<file path="config.mk">
export PLATFORM = sky130hd
export DESIGN_NAME = txdma_engine
export DESIGN_NICKNAME = d
export VERILOG_FILES = /design/src/rtl/txdma_pkg.sv /design/src/rtl/txdma_ctrl.sv /design/src/rtl/txdma_dpath.sv /design/src/rtl/txdma_engine.sv
export SDC_FILE = /design/constraint.sdc
export NUM_CORES = 1
export LEC_CHECK = 0
export BUFFER_PORTS_ARGS = -buffer_cell sky130_fd_sc_hd__buf_2
export CAP_MARGIN = 25
export CELL_PAD_IN_SITES_DETAIL_PLACEMENT = 1
export CELL_PAD_IN_SITES_GLOBAL_PLACEMENT = 2
export CORE_AREA = 5 5 210 212
export DETAILED_ROUTE_END_ITERATION = 10
export DIE_AREA = 0 0 215 217
export PLACE_DENSITY = 0.9
export SETUP_SLACK_MARGIN = 0.5
export SKIP_CTS_REPAIR_TIMING = 1
export SKIP_LAST_GASP = 1
export SLEW_MARGIN = 20
export SYNTH_ARGS = -nofsm -noshare
export SYNTH_HDL_FRONTEND = slang
export SYNTH_SLANG_ARGS = --single-unit
</file>
<file path="constraint.sdc">
create_clock -name clk -period 9.95 [get_ports clk]
set_input_delay 0.995 -clock clk [delete_from_list [all_inputs] [get_ports clk]]
set_output_delay 0.995 -clock clk [all_outputs]
set_load 0.005 [all_outputs]
</file>
<file path="src/rtl/txdma_pkg.sv">
package txdma_pkg;

  localparam int WORD_W = 32;

  // descriptor bit positions the engine decodes
  localparam int OwnBit   = 31;  // word 0
  localparam int IocBit   = 31;  // word 1
  localparam int LastBit  = 30;
  localparam int FirstBit = 29;
  localparam int WrapBit  = 25;
  localparam int ChainBit = 24;

  localparam logic [1:0] StStopped = 2'd0;
  localparam logic [1:0] StRunning = 2'd1;
  localparam logic [1:0] StSuspend = 2'd2;

  typedef enum logic [3:0] {
    S_STOP, S_POLL, S_RD0, S_RD1, S_RD2, S_RD3, S_DRD, S_DOUT,
    S_CLOSE, S_STAT, S_TS2, S_TS3, S_WST0, S_NEXT, S_SUSP
  } engState_t;

  typedef enum logic [2:0] {A_W0, A_W1, A_W2, A_W3, A_BUF} addrSel_t;
  typedef enum logic [1:0] {D_ZERO, D_STAT, D_TSLO, D_TSHI} wdSel_t;

  typedef struct packed {
    logic     loadBase;
    logic     capW1;
    logic     capW2;
    logic     capW3;
    logic     capData;
    logic     advBuf;
    logic     capStat;
    logic     setTbu;
    logic     setTi;
    logic     nextDesc;
    addrSel_t addrSel;
    wdSel_t   wdSel;
  } ctlStrobe_t;

endpackage

</file>
<file path="src/rtl/txdma_ctrl.sv">
module txdma_ctrl
  import txdma_pkg::*;
(
  input  logic       clk,
  input  logic       rstN,
  input  logic       startBit,
  input  logic       pollDemand,
  input  logic       underflow,
  input  logic       memAck,
  input  logic       memErr,
  input  logic       txReady,
  input  logic       statValid,
  input  logic       statTs,
  input  logic       rdOwn,
  input  logic       bufEmpty,
  input  logic       lastWord,
  input  logic       isLast,
  input  logic       iocSet,
  output logic       memReq,
  output logic       memWe,
  output logic       txValid,
  output logic [1:0] dmaState,
  output ctlStrobe_t ctl
);

  engState_t state, nextState;
  engState_t endOfBuf;
  logic      ackOk;

  assign ackOk    = memAck && !memErr;
  assign endOfBuf = isLast ? S_STAT : S_CLOSE;

  always_comb begin
    memReq = 1'b0;
    memWe  = 1'b0;
    unique case (state)
      S_RD0, S_RD1, S_RD2, S_RD3, S_DRD: memReq = 1'b1;
      S_CLOSE, S_TS2, S_TS3, S_WST0: begin
        memReq = 1'b1;
        memWe  = 1'b1;
      end
      default: ;
    endcase
  end

  assign txValid = (state == S_DOUT);

  always_comb begin
    unique case (state)
      S_STOP:  dmaState = StStopped;
      S_SUSP:  dmaState = StSuspend;
      default: dmaState = StRunning;
    endcase
  end

  always_comb begin
    ctl         = '0;
    ctl.addrSel = A_W0;
    ctl.wdSel   = D_ZERO;
    nextState   = state;
    unique case (state)
      S_STOP: if (startBit) begin
        ctl.loadBase = 1'b1;
        nextState    = S_POLL;
      end
      S_POLL: nextState = startBit ? S_RD0 : S_STOP;
      S_RD0: begin
        ctl.addrSel = A_W0;
        if (ackOk) begin
          if (rdOwn) nextState = S_RD1;
          else begin
            ctl.setTbu = 1'b1;
            nextState  = S_SUSP;
          end
        end
      end
      S_RD1: begin
        ctl.addrSel = A_W1;
        if (ackOk) begin
          ctl.capW1 = 1'b1;
          nextState = S_RD2;
        end
      end
      S_RD2: begin
        ctl.addrSel = A_W2;
        if (ackOk) begin
          ctl.capW2 = 1'b1;
          nextState = S_RD3;
        end
      end
      S_RD3: begin
        ctl.addrSel = A_W3;
        if (ackOk) begin
          ctl.capW3 = 1'b1;
          nextState = bufEmpty ? endOfBuf : S_DRD;
        end
      end
      S_DRD: begin
        ctl.addrSel = A_BUF;
        if (ackOk) begin
          ctl.capData = 1'b1;
          nextState   = S_DOUT;
        end
      end
      S_DOUT: if (txReady) begin
        ctl.advBuf = 1'b1;
        nextState  = lastWord ? endOfBuf : S_DRD;
      end
      S_CLOSE: begin
        ctl.addrSel = A_W0;
        ctl.wdSel   = D_ZERO;
        if (ackOk) nextState = S_NEXT;
      end
      S_STAT: if (statValid) begin
        ctl.capStat = 1'b1;
        nextState   = statTs ? S_TS2 : S_WST0;
      end
      S_TS2: begin
        ctl.addrSel = A_W2;
        ctl.wdSel   = D_TSLO;
        if (ackOk) nextState = S_TS3;
      end
      S_TS3: begin
        ctl.addrSel = A_W3;
        ctl.wdSel   = D_TSHI;
        if (ackOk) nextState = S_WST0;
      end
      S_WST0: begin
        ctl.addrSel = A_W0;
        ctl.wdSel   = D_STAT;
        if (ackOk) begin
          ctl.setTi = iocSet;
          nextState = S_NEXT;
        end
      end
      S_NEXT: begin
        ctl.nextDesc = 1'b1;
        nextState    = S_POLL;
      end
      S_SUSP: begin
        if (!startBit) nextState = S_STOP;
        else if (pollDemand && !underflow) nextState = S_POLL;
      end
      default: nextState = S_STOP;
    endcase
    // a failed access parks the engine without touching the descriptor
    if (memReq && memAck && memErr) begin
      ctl.setTbu = 1'b1;
      nextState  = S_SUSP;
    end
  end

  always_ff @(posedge clk) begin
    if (!rstN) state <= S_STOP;
    else       state <= nextState;
  end

endmodule

</file>
<file path="src/rtl/txdma_dpath.sv">
module txdma_dpath
  import txdma_pkg::*;
#(
  parameter int ADDR_W     = 32,
  parameter int BCNT_W     = 13,
  parameter int DESC_BYTES = 16
) (
  input  logic                clk,
  input  logic                rstN,
  input  ctlStrobe_t          ctl,
  input  logic [ADDR_W-1:0]   listBase,
  input  logic [WORD_W-1:0]   memRdata,
  input  logic [WORD_W-2:0]   statWord,
  input  logic [WORD_W-1:0]   statTsLo,
  input  logic [WORD_W-1:0]   statTsHi,
  input  logic                clrTbu,
  input  logic                clrNis,
  input  logic                clrTi,
  output logic [ADDR_W-1:0]   memAddr,
  output logic [WORD_W-1:0]   memWdata,
  output logic [WORD_W-1:0]   txData,
  output logic                txSof,
  output logic                txEof,
  output logic [2:0]          txEofBytes,
  output logic                flagTbu,
  output logic                flagNis,
  output logic                flagTi,
  output logic                rdOwn,
  output logic                bufEmpty,
  output logic                lastWord,
  output logic                isLast,
  output logic                iocSet
);

  localparam int WCNT_W = BCNT_W - 1;
  localparam int WORD_BYTES = WORD_W / 8;

  logic [ADDR_W-1:0] descAddr, bufAddr, nextPtr, nextDescAddr;
  logic [WCNT_W-1:0] wordsLeft;
  logic [BCNT_W:0]   roundUp;
  logic              firstWord;
  logic              segFirst, segWrap, segChain;
  logic [1:0]        tailBytes;
  logic [WORD_W-2:0] statReg;
  logic [WORD_W-1:0] tsLoReg, tsHiReg;
  logic [ADDR_W-1:0] wordOfs [4];

  assign rdOwn    = memRdata[OwnBit];
  assign bufEmpty = (wordsLeft == '0);
  assign lastWord = (wordsLeft == WCNT_W'(1));
  assign roundUp  = {1'b0, memRdata[BCNT_W-1:0]} + (BCNT_W+1)'(3);

  // address of each descriptor word
  for (genvar g = 0; g < 4; g++) begin : g_ofs
    assign wordOfs[g] = descAddr + ADDR_W'(g * WORD_BYTES);
  end

  always_comb begin
    unique case (ctl.addrSel)
      A_W0:    memAddr = wordOfs[0];
      A_W1:    memAddr = wordOfs[1];
      A_W2:    memAddr = wordOfs[2];
      A_W3:    memAddr = wordOfs[3];
      default: memAddr = bufAddr;
    endcase
  end

  always_comb begin
    unique case (ctl.wdSel)
      D_STAT:  memWdata = {1'b0, statReg};
      D_TSLO:  memWdata = tsLoReg;
      D_TSHI:  memWdata = tsHiReg;
      default: memWdata = '0;
    endcase
  end

  always_comb begin
    if (segChain)     nextDescAddr = nextPtr;
    else if (segWrap) nextDescAddr = listBase;
    else              nextDescAddr = descAddr + ADDR_W'(DESC_BYTES);
  end

  always_ff @(posedge clk) begin
    if (!rstN) begin
      descAddr <= '0;
      bufAddr  <= '0;
      nextPtr  <= '0;
      wordsLeft <= '0;
      firstWord <= 1'b0;
      segFirst <= 1'b0;
      isLast   <= 1'b0;
      iocSet   <= 1'b0;
      segWrap  <= 1'b0;
      segChain <= 1'b0;
      tailBytes <= '0;
    end else begin
      if (ctl.loadBase) descAddr <= listBase;
      else if (ctl.nextDesc) descAddr <= nextDescAddr;
      if (ctl.capW1) begin
        iocSet    <= memRdata[IocBit];
        isLast    <= memRdata[LastBit];
        segFirst  <= memRdata[FirstBit];
        segWrap   <= memRdata[WrapBit];
        segChain  <= memRdata[ChainBit];
        tailBytes <= memRdata[1:0];
        wordsLeft <= roundUp[BCNT_W:2];
        firstWord <= 1'b1;
      end
      if (ctl.capW2) bufAddr <= memRdata[ADDR_W-1:0];
      if (ctl.capW3) nextPtr <= memRdata[ADDR_W-1:0];
      if (ctl.advBuf) begin
        bufAddr   <= bufAddr + ADDR_W'(WORD_BYTES);
        wordsLeft <= wordsLeft - WCNT_W'(1);
        firstWord <= 1'b0;
      end
    end
  end

  always_ff @(posedge clk) begin
    if (!rstN) begin
      txData     <= '0;
      txSof      <= 1'b0;
      txEof      <= 1'b0;
      txEofBytes <= '0;
    end else if (ctl.capData) begin
      txData <= memRdata;
      txSof  <= segFirst && firstWord;
      txEof  <= isLast && lastWord;
      if (isLast && lastWord)
        txEofBytes <= (tailBytes == 2'd0) ? 3'd4 : {1'b0, tailBytes};
      else
        txEofBytes <= '0;
    end
  end

  always_ff @(posedge clk) begin
    if (!rstN) begin
      statReg <= '0;
      tsLoReg <= '0;
      tsHiReg <= '0;
    end else if (ctl.capStat) begin
      statReg <= statWord;
      tsLoReg <= statTsLo;
      tsHiReg <= statTsHi;
    end
  end

  // clear by pulse, a simultaneous set wins
  always_ff @(posedge clk) begin
    if (!rstN) begin
      flagTbu <= 1'b0;
      flagNis <= 1'b0;
      flagTi  <= 1'b0;
    end else begin
      flagTbu <= (flagTbu && !clrTbu) || ctl.setTbu;
      flagTi  <= (flagTi && !clrTi) || ctl.setTi;
      flagNis <= (flagNis && !clrNis) || ctl.setTbu || ctl.setTi;
    end
  end

endmodule

</file>
<file path="src/rtl/txdma_engine.sv">
module txdma_engine
  import txdma_pkg::*;
#(
  parameter int ADDR_W     = 32,
  parameter int BCNT_W     = 13,
  parameter int DESC_BYTES = 16
) (
  input  logic              clk,
  input  logic              rstN,
  input  logic              startBit,
  input  logic              pollDemand,
  input  logic              underflow,
  input  logic [ADDR_W-1:0] listBase,
  output logic              memReq,
  output logic              memWe,
  output logic [ADDR_W-1:0] memAddr,
  output logic [31:0]       memWdata,
  input  logic [31:0]       memRdata,
  input  logic              memAck,
  input  logic              memErr,
  output logic              txValid,
  input  logic              txReady,
  output logic [31:0]       txData,
  output logic              txSof,
  output logic              txEof,
  output logic [2:0]        txEofBytes,
  input  logic              statValid,
  input  logic [30:0]       statWord,
  input  logic              statTs,
  input  logic [31:0]       statTsLo,
  input  logic [31:0]       statTsHi,
  input  logic              clrTbu,
  input  logic              clrNis,
  input  logic              clrTi,
  output logic              flagTbu,
  output logic              flagNis,
  output logic              flagTi,
  output logic [1:0]        dmaState
);

  ctlStrobe_t ctl;
  logic rdOwn, bufEmpty, lastWord, isLast, iocSet;

  txdma_ctrl u_ctrl (
    .clk, .rstN, .startBit, .pollDemand, .underflow,
    .memAck, .memErr, .txReady, .statValid, .statTs,
    .rdOwn, .bufEmpty, .lastWord, .isLast, .iocSet,
    .memReq, .memWe, .txValid, .dmaState, .ctl
  );

  txdma_dpath #(
    .ADDR_W(ADDR_W), .BCNT_W(BCNT_W), .DESC_BYTES(DESC_BYTES)
  ) u_dpath (
    .clk, .rstN, .ctl, .listBase, .memRdata, .statWord, .statTsLo, .statTsHi,
    .clrTbu, .clrNis, .clrTi, .memAddr, .memWdata, .txData, .txSof, .txEof,
    .txEofBytes, .flagTbu, .flagNis, .flagTi, .rdOwn, .bufEmpty, .lastWord,
    .isLast, .iocSet
  );

endmodule

</file>
==> metrics.txt <==
# TYPE chip_impl_metric gauge
chip_impl_metric{name="max_cap_viol_count",unit=""} 0
chip_impl_info{name="synth_top_flop_cell",value="sky130_fd_sc_hd__dfxtp_1"} 1
chip_impl_metric{name="reg2reg_slack",unit="ns"} 6.90
chip_impl_metric{name="htree_num_levels",unit=""} 1
chip_impl_metric{name="vdd.ir_drop.worst",unit="mV"} 0.142
chip_impl_metric{name="synth_area",unit="um2"} 13700
chip_impl_metric{name="grt_util_all_layers",unit=""} 0.233
chip_impl_info{name="cpMaxStageDelayCell",value="sky130_fd_sc_hd__dfxtp_1"} 1
chip_impl_metric{name="worst_hold_path.num_cells",unit=""} 2
chip_impl_info{name="critPathTopFamily",value="compound AO/OA/AOI/OAI gates"} 1
chip_impl_info{name="critical_path_startpoint_category",value="flip-flop"} 1
chip_impl_metric{name="drcViolationCount",unit=""} 0
chip_impl_info{name="crit_chain",value="buf_4, nand2_1, o22ai_1, inv_1, fa_1, nand2b_1, a211oi_1, a21oi_1, or4_1, a31oi_1, buf_2"} 1
chip_impl_metric{name="ios",unit=""} 281
chip_impl_metric{name="clock_path_buffers",unit=""} 3
chip_impl_info{name="timing.rr.end",value="u_dpath.bufAddr[20]$_SDFFE_PN0P_"} 1
chip_impl_metric{name="postSynth.asyncResetShare",unit=""} 0
chip_impl_metric{name="tritoncts.num_buffers",unit=""} 31
chip_impl_metric{name="tritoncts_sinks",unit=""} 255
chip_impl_metric{name="number_of_antenna_violations_at_the_first_check_in_global_routing",unit=""} 9
chip_impl_metric{name="start_util",unit=""} 0.327
chip_impl_metric{name="mappedNetlistNets",unit=""} 2042
chip_impl_info{name="rsz0062_at_grt",value="no"} 1
chip_impl_metric{name="r2r.worst_path.cells",unit=""} 6
chip_impl_metric{name="synth-seq-cells",unit=""} 255
chip_impl_metric{name="clkLatencyLatePin",unit="ns"} 0.59
chip_impl_metric{name="ys.warnings.count",unit=""} 0
chip_impl_metric{name="vias",unit=""} 15200
chip_impl_metric{name="syn-mean-instance-area",unit="um2"} 7.33
chip_impl_metric{name="power_leakage",unit="nW"} 6.09
chip_impl_metric{name="net-switching-power",unit="mW"} 1.21
chip_impl_info{name="worst_hold_path.endpoint",value="u_dpath.iocSet$_SDFFE_PN0P_"} 1
chip_impl_metric{name="power_report.internal_total",unit="mW"} 2.05
chip_impl_metric{name="place_ws",unit="ns"} 5.04
chip_impl_metric{name="critPathArrivalTime",unit="ns"} 4.61
chip_impl_metric{name="post_synth_inst_count",unit=""} 1863
chip_impl_metric{name="grt_first_pass_wirelength",unit="um"} 88400
chip_impl_metric{name="worstPathRequired",unit="ns"} 8.96
chip_impl_metric{name="finalNetCount",unit=""} 2224
chip_impl_metric{name="drt_iter0_drc",unit=""} 1254
chip_impl_metric{name="drv_slew",unit=""} 0
chip_impl_metric{name="path_clk_slew",unit="ns"} 0.06
chip_impl_metric{name="fin_crit_sh",unit=""} 0.563
chip_impl_info{name="path_class",value="reg -> out"} 1
chip_impl_metric{name="number_of_detailed_routing_iterations_run_before_antenna_repair",unit=""} 9
chip_impl_metric{name="synth_sequential_area_ratio",unit=""} 0.374
chip_impl_metric{name="power.switching_fraction",unit=""} 0.371
chip_impl_metric{name="globalRoute.totalOverflow",unit=""} 0
chip_impl_info{name="r2r-start",value="u_ctrl.state[2]$_SDFFE_PN0P_"} 1
chip_impl_metric{name="p_clk_frac",unit=""} 0.332
chip_impl_metric{name="period_minus_slack",unit="ns"} 5.61
chip_impl_metric{name="final_hold_viol_count",unit=""} 0
chip_impl_info{name="hold_path_class",value="reg -> reg"} 1
chip_impl_metric{name="cpPeakStageDelay",unit="ns"} 0.71
chip_impl_info{name="cts.root.buffer_cell",value="sky130_fd_sc_hd__clkbuf_16"} 1
chip_impl_metric{name="power_per_cell_area",unit="nW/um2"} 199
chip_impl_metric{name="skew",unit="ns"} 0.0115
chip_impl_info{name="outcome",value="finished, final reports clean"} 1
chip_impl_metric{name="area_growth_syn_to_layout",unit="%"} 19.5
chip_impl_metric{name="detail_route.wirelength",unit="um"} 57900
chip_impl_metric{name="synth-edff-count",unit=""} 0
chip_impl_metric{name="post_drt_via_cell_ratio",unit=""} 5.82
chip_impl_metric{name="gpl.final_weighted_congestion",unit=""} 0.936
chip_impl_metric{name="max_slew_margin",unit=""} 0.327
chip_impl_metric{name="fin_setup_tns",unit="ns"} 0
chip_impl_metric{name="maximum_number_of_pins_on_one_net_before_global_route_repair",unit=""} 100
chip_impl_metric{name="wl_per_cell",unit="um"} 22.2
chip_impl_metric{name="antenna-diode-count",unit=""} 0
chip_impl_metric{name="worstPathBufferInverterCount",unit=""} 3
chip_impl_metric{name="coreArea",unit="um2"} 41800
chip_impl_info{name="holdCritStartpoint",value="u_dpath.iocSet$_SDFFE_PN0P_"} 1
chip_impl_info{name="tritoncts",value="built"} 1
chip_impl_info{name="end_kind",value="output port"} 1
chip_impl_metric{name="finalSetupViolCount",unit=""} 0
chip_impl_metric{name="die_outline_height",unit="um"} 217
chip_impl_metric{name="antenna_violating_nets_post_route",unit=""} 0
chip_impl_metric{name="seqPwrFrac",unit=""} 0.368
chip_impl_metric{name="worst_hold_slack",unit="ns"} 0.452
chip_impl_metric{name="first_global_vias",unit=""} 15500
chip_impl_metric{name="share_comb_of_total_power",unit=""} 0.300
chip_impl_metric{name="fp.dieArea",unit="um2"} 46700
chip_impl_metric{name="tightestPinTransition",unit="ns"} 1.01
chip_impl_metric{name="drive_gt1_frac",unit=""} 0.195
chip_impl_metric{name="dpl.hpwl",unit="um"} 42000
chip_impl_metric{name="placement_rows",unit=""} 75
chip_impl_metric{name="final_setup_slack_of_the_worst_path",unit="ns"} 4.34
chip_impl_metric{name="synth_cell_type_count",unit=""} 92
chip_impl_metric{name="fmax",unit="MHz"} 178
chip_impl_metric{name="buffer_ports.inserted",unit=""} 280
chip_impl_metric{name="fp.dieW",unit="um"} 215
chip_impl_metric{name="crit_path_max_fanout",unit=""} 23
==> cells in the final DEF (no fill, tap or decap), types with 8 or more instances in the layout <==
cell type                   netlist  final
sky130_fd_sc_hd__inv_1           53     52
sky130_fd_sc_hd__nor4_1          13     12
sky130_fd_sc_hd__or2_2            8      8
sky130_fd_sc_hd__dfxtp_1        255    255
sky130_fd_sc_hd__a22o_1           8      8
sky130_fd_sc_hd__a21o_1          10     10
sky130_fd_sc_hd__nor2_1          82     80
sky130_fd_sc_hd__and2_1          10     10
sky130_fd_sc_hd__o31ai_1          9      9
sky130_fd_sc_hd__nand4_1         29     29
sky130_fd_sc_hd__o21a_1           9      9
sky130_fd_sc_hd__and3_1          15     15
sky130_fd_sc_hd__nand3_1         45     45
sky130_fd_sc_hd__nor3b_1          8      8
sky130_fd_sc_hd__clkbuf_1       108      9
sky130_fd_sc_hd__nor3_1          43     40
sky130_fd_sc_hd__o22ai_1         17     16
sky130_fd_sc_hd__o21ai_0         62     62
sky130_fd_sc_hd__clkbuf_16        0     31
sky130_fd_sc_hd__a21oi_1        248    248
sky130_fd_sc_hd__or3_1            9      8
sky130_fd_sc_hd__a31oi_1         30     30
sky130_fd_sc_hd__a22oi_1         21     21
sky130_fd_sc_hd__nand2b_1        16     16
sky130_fd_sc_hd__xor2_1           8      8
sky130_fd_sc_hd__and4_1           9      9
sky130_fd_sc_hd__buf_4            3     24
sky130_fd_sc_hd__buf_2           41    280
sky130_fd_sc_hd__o31a_1          12     12
sky130_fd_sc_hd__o211ai_1        15     15
sky130_fd_sc_hd__or4_1            9      9
sky130_fd_sc_hd__a222oi_1        35     35
sky130_fd_sc_hd__nand2_1        463    463
sky130_fd_sc_hd__a221oi_1        16     16
==> through the flow <==
| stage | utilization | cell area [um2] | std cells | power, mW |
|---|---|---|---|---|
| finish | 0.391 | 16300 | 2605 | 3.25 |
| global route | 0.391 | 16300 | 2605 | 3.40 |
| CTS | 0.390 | 16300 | 2603 | 3.26 |
| detailed placement | 0.367 | 15300 | 2549 | 2.17 |
| global placement | 0.366 | 15300 | 2547 | 2.14 |
| floorplan | - | 13700 | 1863 | 1.81 |
==> kinds of logic after synthesis <==
kind of cell / Yosys count / synth area share
flops: 255 / 0.374
buf+inv: 211 / 0.0633
simple gates: 802 / 0.273
compound gates: 568 / 0.269
mux: 7 / 0.00559
fa+ha+maj: 7 / 0.00696
xor+xnor: 13 / 0.00834
==> worst max-delay path by stage <==
stage	to	slack, ns	startpoint	cells past startpoint
after floorplan	memAddr[28]	5.99	u_ctrl.state[0]$_SDFFE_PP0P_	13
after global placement	memAddr[28]	5.22	u_ctrl.state[0]$_SDFFE_PP0P_	11
after detailed placement	memAddr[28]	5.04	u_ctrl.state[3]$_SDFFE_PN0P_	11
after CTS	memAddr[28]	4.39	u_ctrl.state[0]$_SDFFE_PP0P_	11
after global routing	memAddr[28]	4.11	u_ctrl.state[0]$_SDFFE_PP0P_	11
final	memAddr[28]	4.34	u_ctrl.state[3]$_SDFFE_PN0P_	11
==> per-layer routing <==
layer,track usage,vias up,wire length (um)
met1,0.301,7400,24500
met5,0,-,74
met3,0.0648,111,5150
met4,0.0719,14,1770
met2,0.382,587,26400
li1,-,7046,-
==> final cells by class <==
| class | count | area, um2 |
|---|---|---|
| Tap cell | 539 | 674 |
| Inverter | 53 | 204 |
| Sequential cell | 255 | 5100 |
| Timing Repair Buffer | 307 | 1640 |
| Clock inverter | 11 | 101 |
| Clock buffer | 43 | 851 |
| Fill cell | 5200 | 25400 |
| Multi-Input combinational cell | 1397 | 7750 |
==> Yosys cell counts (all sizes together) (6+ instances only) <==
cell type    n  share of area
a211oi       7         0.0038
a21o        10         0.0055
a21oi      248          0.091
a221oi      16          0.010
a222oi      35          0.026
a22o         8         0.0051
a22oi       21          0.012
a311oi       6         0.0038
a31oi       30          0.014
a32oi        6         0.0038
and2        13         0.0060
and3        15         0.0069
and4        10         0.0065
buf         48          0.018
clkbuf     110          0.030
dfxtp      255           0.37
ha           6         0.0055
inv         53          0.015
nand2      463           0.13
nand2b      16         0.0073
nand3       45          0.016
nand4       30          0.015
nor2        83          0.023
nor2b        7         0.0032
nor3        44          0.016
nor3b        9         0.0053
nor4        15         0.0078
o211ai      15         0.0082
o21a         9         0.0049
o21ai       66          0.024
o221ai       6         0.0038
o22ai       17         0.0078
o31a        13         0.0084
o31ai        9         0.0049
or2          8         0.0037
or3         10         0.0047
or4         10         0.0058
xor2         8         0.0051
==> worst min-delay path, delay by kind of cell, from the launching register on <==
family / cells / cell delay (ns)
simple gates: 1 / 0.05
flops: 1 / 0.30
compound gates: 1 / 0.05
==> sequential cells by signal (all words and copies together), names as in the netlist, 2 cells and up <==
| name | count |
|---|---|
| u_dpath.bufAddr | 32 |
| u_dpath.descAddr | 32 |
| u_dpath.nextPtr | 32 |
| u_dpath.tsHiReg | 32 |
| u_dpath.tsLoReg | 32 |
| u_dpath.txData | 32 |
| u_dpath.statReg | 31 |
| u_dpath.wordsLeft | 12 |
| u_ctrl.state | 4 |
| u_dpath.txEofBytes | 3 |
| u_dpath.tailBytes | 2 |
==> power by group through the flow <==
stage | registers, mW | clock network (mW) | logic, mW
6_report | 1.20 | 1.08 | 0.978
5_1_grt | 1.20 | 1.14 | 1.05
4_1_cts | 1.19 | 1.11 | 0.957
3_5_place_dp | 1.21 | 0 | 0.953
3_3_place_gp | 1.21 | 0 | 0.931
2_1_floorplan | 1.13 | 0 | 0.681
Note: power is estimated with default switching activity, not from simulation.
